<file path="src/rtl/wdt_pkg.sv">
package wdt_pkg;
  localparam int unsigned N_TAPS = 4;
  localparam int unsigned TAP_BW = 8;

  function automatic int unsigned max_tap(input logic [N_TAPS*TAP_BW-1:0] taps);
    int unsigned m;
    m = 1;
    for (int i = 0; i < N_TAPS; i++)
      if (int'(taps[i*TAP_BW +: TAP_BW]) > m) m = int'(taps[i*TAP_BW +: TAP_BW]);
    return m;
  endfunction
endpackage

</file>
<file path="src/rtl/wdt_prescaler.sv">
module wdt_prescaler #(
  parameter logic [31:0] TAPS = 32'h13_10_0E_0C,
  localparam int unsigned W = wdt_pkg::max_tap(TAPS)
) (
  input  logic       clk,
  input  logic       rst_n,
  input  logic       tick,
  input  logic       clr,
  output logic [3:0] carry
);
  logic [W-1:0] cnt_q;

  always_ff @(posedge clk) begin
    if (!rst_n)    cnt_q <= '0;
    else if (clr)  cnt_q <= '0;
    else if (tick) cnt_q <= cnt_q + 1'b1;
  end

  for (genvar i = 0; i < 4; i++) begin : g_tap
    localparam int unsigned L = int'(TAPS[i*8 +: 8]);
    assign carry[i] = tick && !clr && (&cnt_q[L-1:0]);
  end
endmodule

</file>
<file path="src/rtl/wdt_core.sv">
module wdt_core #(
  parameter int unsigned CNT_W = 2
) (
  input  logic       clk,
  input  logic       rst_n,
  input  logic       arm,
  input  logic       kick,
  input  logic [1:0] ival_sel,
  input  logic       src_main,
  input  logic [3:0] main_carry,
  input  logic [3:0] sub_carry,
  output logic       rst_pulse,
  output logic       armed
);
  localparam logic [CNT_W-1:0] TOP = '1;

  logic [CNT_W-1:0] cnt_q;
  logic [1:0]       sel_q;
  logic             src_q, armed_q, pulse_q;
  logic             tap_c;

  assign tap_c = src_q ? main_carry[sel_q] : sub_carry[sel_q];

  always_ff @(posedge clk) begin
    if (!rst_n) begin
      cnt_q   <= '0;
      sel_q   <= '0;
      src_q   <= 1'b0;
      armed_q <= 1'b0;
      pulse_q <= 1'b0;
    end else begin
      pulse_q <= 1'b0;
      if (!armed_q) begin
        if (arm) begin
          armed_q <= 1'b1;
          sel_q   <= ival_sel;
          src_q   <= src_main;
          cnt_q   <= '0;
        end
      end else if (kick) begin
        cnt_q <= '0;
      end else if (tap_c) begin
        if (cnt_q == TOP) begin
          pulse_q <= 1'b1;
          armed_q <= 1'b0;
          cnt_q   <= '0;
        end else begin
          cnt_q <= cnt_q + 1'b1;
        end
      end
    end
  end

  assign rst_pulse = pulse_q;
  assign armed     = armed_q;
endmodule

</file>
<file path="src/rtl/wdt_tapped.sv">
module wdt_tapped #(
  parameter logic [31:0] MAIN_TAPS = 32'h13_10_0E_0C,
  parameter logic [31:0] SUB_TAPS  = 32'h0F_0E_0D_0A,
  parameter int unsigned CNT_W     = 2
) (
  input  logic       clk,
  input  logic       rst_n,
  input  logic       sub_tick,
  input  logic       pre_clr,
  input  logic       arm,
  input  logic       kick,
  input  logic [1:0] ival_sel,
  input  logic       src_main,
  output logic       rst_pulse,
  output logic       armed
);
  logic [3:0] main_carry, sub_carry;

  wdt_prescaler #(.TAPS(MAIN_TAPS)) u_main_pre (
    .clk(clk), .rst_n(rst_n), .tick(1'b1), .clr(pre_clr), .carry(main_carry)
  );

  wdt_prescaler #(.TAPS(SUB_TAPS)) u_sub_pre (
    .clk(clk), .rst_n(rst_n), .tick(sub_tick), .clr(1'b0), .carry(sub_carry)
  );

  wdt_core #(.CNT_W(CNT_W)) u_core (
    .clk(clk), .rst_n(rst_n), .arm(arm), .kick(kick),
    .ival_sel(ival_sel), .src_main(src_main),
    .main_carry(main_carry), .sub_carry(sub_carry),
    .rst_pulse(rst_pulse), .armed(armed)
  );
endmodule

</file>
<file path="config.mk">
export PLATFORM = sky130hd
export DESIGN_NAME = wdt_tapped
export DESIGN_NICKNAME = d
export VERILOG_FILES = /design/src/rtl/wdt_pkg.sv /design/src/rtl/wdt_prescaler.sv /design/src/rtl/wdt_core.sv /design/src/rtl/wdt_tapped.sv
export SDC_FILE = /design/constraint.sdc
export NUM_CORES = 1
export LEC_CHECK = 0
export CAP_MARGIN = 20
export CORE_ASPECT_RATIO = 2
export CORE_UTILIZATION = 30
export CTS_CLUSTER_DIAMETER = 50
export DETAILED_ROUTE_END_ITERATION = 10
export GPL_TIMING_DRIVEN = 0
export PLACE_DENSITY_LB_ADDON = 0.1
export SLEW_MARGIN = 40
export SYNTH_ARGS = -nofsm -noshare
export SYNTH_HDL_FRONTEND = slang
export SYNTH_HIERARCHICAL = 1
export SYNTH_SLANG_ARGS = --single-unit
</file>
<file path="constraint.sdc">
create_clock -name clk -period 2.35 [get_ports clk]
set_input_delay 0.235 -clock clk [delete_from_list [all_inputs] [get_ports clk]]
set_output_delay 0.235 -clock clk [all_outputs]
set_load 0.01 [all_outputs]
</file>
==> results of run 1 <==
[how the worst max path moves through the flow]
stage | from | slack, ns | endpoint
CTS | u_sub_pre/cnt_q[0] | 0.02 | u_core/rst_pulse
global placement | u_sub_pre/cnt_q[0] | -0.09 | u_core/rst_pulse
global route | u_sub_pre/cnt_q[0] | 0.001 | u_core/rst_pulse
floorplan | u_sub_pre/cnt_q[0] | 0.22 | u_core/rst_pulse
finish | u_sub_pre/cnt_q[0] | 0.13 | u_core/rst_pulse
detailed placement | u_sub_pre/cnt_q[0] | -0.05 | u_core/rst_pulse
[worst max-delay path: stages, from the launching register on]
cell and delay [ns]:
dfxtp_1 0.35, ha_1 0.23, nand4_1 0.17, buf_6 0.15, nor3_1 0.05, and4bb_1 0.19, mux4_2 0.49, mux2i_4 0.23
nor2b_2 0.08, and3_1 0.18
[power by group]
group | internal [mW] | leakage [nW] | switching [mW] | total [mW]
clock network | 0.530 | 0.0841 | 0.266 | 0.797
logic | 0.0320 | 0.395 | 0.0327 | 0.0646
registers | 0.702 | 0.331 | 0.00759 | 0.710
[sequential cells by signal, indices dropped and copies added (netlist names)]
signal,cells
u_core/armed,1
u_core/sel_q,2
u_core/rst_pulse,1
u_core/src_q,1
u_core/cnt_q,2
u_main_pre/cnt_q,19
u_sub_pre/cnt_q,15
[cell families (layout without fill, tap and decap cells)]
kind of cell / after synthesis / in the layout
adder cells (fa/ha/maj): 3 / 3
other: 2 / 6
multiplexers: 11 / 11
buffers and inverters: 9 / 29
AND/OR/NAND/NOR: 112 / 112
AO/OA/AOI/OAI: 35 / 35
XOR/XNOR: 13 / 13
flip-flops: 41 / 41
[synth_stat cells, types with 3 or more instances]
master,instances,area (um2)
dfxtp_1,41,821
nor2_1,18,67.6
nand2_1,17,63.8
a21oi_1,15,75.1
nand4_1,12,75.1
or3_1,12,75.1
nand3_1,11,55.1
o21ai_0,11,55.1
xor2_1,9,78.8
mux2i_1,8,80.1
nor2b_1,8,50.1
nand2b_1,7,43.8
nor3_1,6,30.0
and3_1,4,25.0
xnor2_1,4,35.0
clkbuf_1,3,11.3
ha_1,3,37.5
nand4_2,3,37.5
nor4_1,3,18.8
o21ai_1,3,15.0
or4_1,3,22.5
[what timing repair did]
| item | in CTS | in global routing |
|---|---|---|
| gates resized for setup | 2 | 1 |
| setup buffers | 0 | 3 |
| gates cloned | 0 | 0 |
| pin swaps | 0 | 1 |
| endpoints found under the setup margin | 3 | 4 |
[per-layer routing]
metal / wire [um] / up-vias / GRT usage, %
li1: - / 865 / -
met1: 1580 / 791 / 12.1
met2: 2610 / 14 / 27.3
met3: 82 / 7 / 3.28
met4: 93 / 0 / 6.54
met5: 0 / - / 0
[layout make-up]
class                   count  area, um2  share of cell area, %
multi-input cells         180       1170                   48.0
flip-flops and latches     41        821                   33.6
clock buffers               7        143                   5.84
repair buffers             12        113                   4.61
well taps                  88        110                   4.51
plain buffers               8       50.0                   2.05
clock inverters             1       30.0                   1.23
inverters                   1       3.75                  0.154
==> flow_summary.ini, run 1 <==
[yosys]
synth_top_family_by_area = simple AND/OR/NAND/NOR gates
muxShareOfSynthArea_pct = 7.64
syn-mean-instance-area_um2 = 8.98
yosysSeqAreaShare_pct = 40.4
synth-edff-count = 0
synth-simple-area-share_pct = 32.2
synth-main-ff-cell = dfxtp_1
synth_fa_ha_area_share_pct = 1.85
synth-compound-area-share_pct = 9.49
synth_xor_area_share_pct = 5.61
synthDistinctLibCells = 40
synth_seq_cells = 41
async_flop_share_pct = 0
ys_warn_count = 6
netlist_area_mm2 = 0.00203
postSynthCellCount = 226

[detailed_routing]
drtIter0Drc = 68
ant_nets = 0
vias_per_cell = 4.96
routed_wl_um = 4370
drc = 0
wl_per_cell_um = 12.9
vias = 1677
first_pass_iters = 4

[clock_tree]
h-tree-depth = 2
cts-root-buf = clkbuf_16
numCtsBuffers = 5
cts_hold_buffers = 0
clk_latency_ns = 0.28
cts_sinks = 41
max-clock-path-buffers = 2
cts_tree = yes
clk_pin_slew_ns = 0.06

[outcome]
outcome = finished, final reports clean

[worst_setup_path]
reg2reg_setup_slack_ns = 0.13
cp-start-kind = flip-flop
crit_fanout = 6
crit_path_end_kind = flip-flop
reg2reg_from = u_sub_pre/cnt_q[0]
arrival_ns = 2.40
reg2reg_depth = 9
crit_required_ns = 2.53
worstSetupPathType = reg2reg
r2r-end = u_core/rst_pulse

[worst_hold_path]
holdPathStages = 3
hold_path_end = u_sub_pre/cnt_q[0]
worst_hold_startpoint = sub_tick
hold_path_class = in2reg

[final_layout]
final_cell_mix = dfxtp_1, nor2_1, nand2_1
final_core_util_pct = 37.2
nets = 261
layout.cells.most_common = dfxtp_1
layout.cells.non_filler = 338
fillers = 705
diodes = 0
drive_gt1_share_pct = 9.20
syn2layout_area_growth_pct = 20.3
final_area_mm2 = 0.00244

[timing]
finalSetupTns_ns = 0
fin_crit_sh_pct = 94.7
hold-worst-slack_ns = 0.295
slew_headroom_pct = 64.6
max_freq_mhz = 449
maxSlewViolCount = 0
timing.final.crit_period_ns = 2.22
setup_ws_ns = 0.125
hold_viol = 0
rsz0062_at_grt = no
setup_violations = 0
clock_skew_ns = 0.00579
worst_pin_slew_ns = 0.530

[pwr]
power_density_mw_per_mm2 = 643
p_total_mw = 1.57
power_leakage_nw = 0.810
ir_drop_uv = 448

[grt]
grt-ovfl-total = 0
track_usage_pct = 14.0
grt_max_degree = 13
grt_pass1_vias = 1695
grt_pass1_wl_um = 7470
antenna_found_initial = 0

[floorplan]
die_h_um = 118
core_area_mm2 = 0.00657
chipWidth_um = 60.2
die-area_mm2 = 0.00712
rows = 42
start_util_pct = 30.9
ios = 11

[placement]
dp_hpwl_um = 3360
gp_congestion = 0.701
numPortBuffers = 9
dpl-instance-area_mm2 = 0.00224
preCtsSetupSlack_ns = -0.0532
placed_cells = 327

[flow_run]
drv_cap = 0
(Power assumes the default switching activity.)
==> run 2: changes to the inputs <==
Settings changed: CORE_MARGIN set to 1.5, MAX_ROUTING_LAYER set to met4, SETUP_SLACK_MARGIN set to 0.02.
==> run 2 against run 1 <==
- combinational power about the same
- sequential power about the same
- hold slack worse by 0.0063 ns
- critical endpoint unchanged
- highest routed layer unchanged
==> flow_summary.ini, run 2 (synthesis gave the netlist of run 1 again) <==
[outcome]
outcome = finished, final reports clean

[final_layout]
reg_top3 = u_main_pre/cnt_q (19), u_sub_pre/cnt_q (15)
layout.cells.most_common = dfxtp_1
fillers = 712
syn2layout_area_growth_pct = 20.8
top_register = u_main_pre/cnt_q
diodes = 0
nets = 262
largest_register_ffs = 19
final_core_util_pct = 37.3
final_cell_mix = dfxtp_1, nor2_1, nand2_1
layout.cells.non_filler = 339
drive_gt1_share_pct = 9.96

[detailed_routing]
drtIter0Drc = 73
drc = 0
first_pass_iters = 4
vias = 1652
wl_per_cell_um = 12.8
vias_per_cell = 4.87
ant_nets = 0
routed_wl_um = 4340

[placement]
placed_cells = 327
numPortBuffers = 9
dp_hpwl_um = 3310
preCtsSetupSlack_ns = -0.00907
gp_congestion = 0.726

[timing]
clock_skew_ns = 0.00435
slew_headroom_pct = 66.3
rsz0062_at_grt = no
finalSetupTns_ns = 0
fin_crit_sh_pct = 93.1
worst_pin_slew_ns = 0.506
hold_viol = 0
timing.final.crit_period_ns = 2.19
maxSlewViolCount = 0
max_freq_mhz = 457
setup_ws_ns = 0.163
setup_violations = 0

[grt]
grt_pass1_wl_um = 7280
grt-ovfl-total = 0
antenna_found_initial = 0
grt_max_degree = 13
grt_pass1_vias = 1597
track_usage_pct = 13.9

[worst_setup_path]
crit_required_ns = 2.53
crit_fanout = 8
reg2reg_depth = 9
cp-start-kind = flip-flop
arrival_ns = 2.37
worstSetupPathType = reg2reg
reg2reg_setup_slack_ns = 0.16
crit_path_end_kind = flip-flop

[floorplan]
ios = 11
die-area_mm2 = 0.00730
start_util_pct = 30.9
core_area_mm2 = 0.00657
chipWidth_um = 61.2
die_h_um = 119
rows = 42

[clock_tree]
cts-root-buf = clkbuf_16
cts_tree = yes
clk_latency_ns = 0.28
cts_hold_buffers = 0
clk_pin_slew_ns = 0.06
h-tree-depth = 2
max-clock-path-buffers = 2
cts_sinks = 41
numCtsBuffers = 5

[pwr]
p_total_mw = 1.58
power_leakage_nw = 0.815
ir_drop_uv = 391
power_density_mw_per_mm2 = 644

[worst_hold_path]
holdPathStages = 3
hold_path_class = in2reg

[flow_run]
drv_cap = 0
==> run 2: area by class of cell <==
| class | count | area (um2) | area share [%] |
|---|---|---|---|
| clock inverters | 1 | 30.0 | 1.23 |
| inverters | 1 | 3.75 | 0.153 |
| clock buffers | 7 | 143 | 5.82 |
| multi-input cells | 180 | 1170 | 47.8 |
| plain buffers | 8 | 50.0 | 2.04 |
| flip-flops and latches | 41 | 822 | 33.5 |
| repair buffers | 13 | 120 | 4.90 |
| well taps | 88 | 110 | 4.49 |
==> run 2: final timing paths <==
| path | startpoint | endpoint |
|---|---|---|
| max | u_sub_pre/cnt_q[0] | u_core/rst_pulse |
| min | sub_tick | u_sub_pre/cnt_q[1] |
| max reg2reg | u_sub_pre/cnt_q[0] | u_core/rst_pulse |
| min reg2reg | u_sub_pre/cnt_q[14] | u_sub_pre/cnt_q[14] |
==> run 2: through the flow <==
stage	hold WS, ns	cell area [um2]
after floorplan	0.387	2040
after global placement	0.460	2240
after detailed placement	0.473	2240
after CTS	0.286	2420
after global routing	0.316	2450
final	0.289	2450
==> run 2: timing repair <==
action / 4_1_cts / 5_1_grt
buffers inserted: 0 / 4
endpoints found under the setup margin: 1 / 4
gates cloned: 0 / 0
pin swaps: 0 / 1
gates resized for setup: 1 / 3
==> run 2: critical path: stages, from the launching register on <==
cell	delay (ns)
dfxtp_2	0.34
ha_1	0.22
nand4_1	0.15
buf_6	0.16
nor3_1	0.05
and4bb_1	0.19
mux4_2	0.49
mux2i_4	0.23
nor2b_2	0.07
and3_1	0.17
==> run 2: where the power goes <==
group          switching, mW  total [mW]  internal (mW)
logic                 0.0328      0.0647         0.0320
clock network          0.273       0.804          0.531
registers            0.00769       0.710          0.702
==> run 2: per-layer routing <==
layer	track usage (%)	wire length [um]	up-vias
met5	-	0	-
met4	6.52	104	0
met3	3.58	106	5
met2	24.9	2520	12
met1	12.8	1610	768
li1	-	-	867
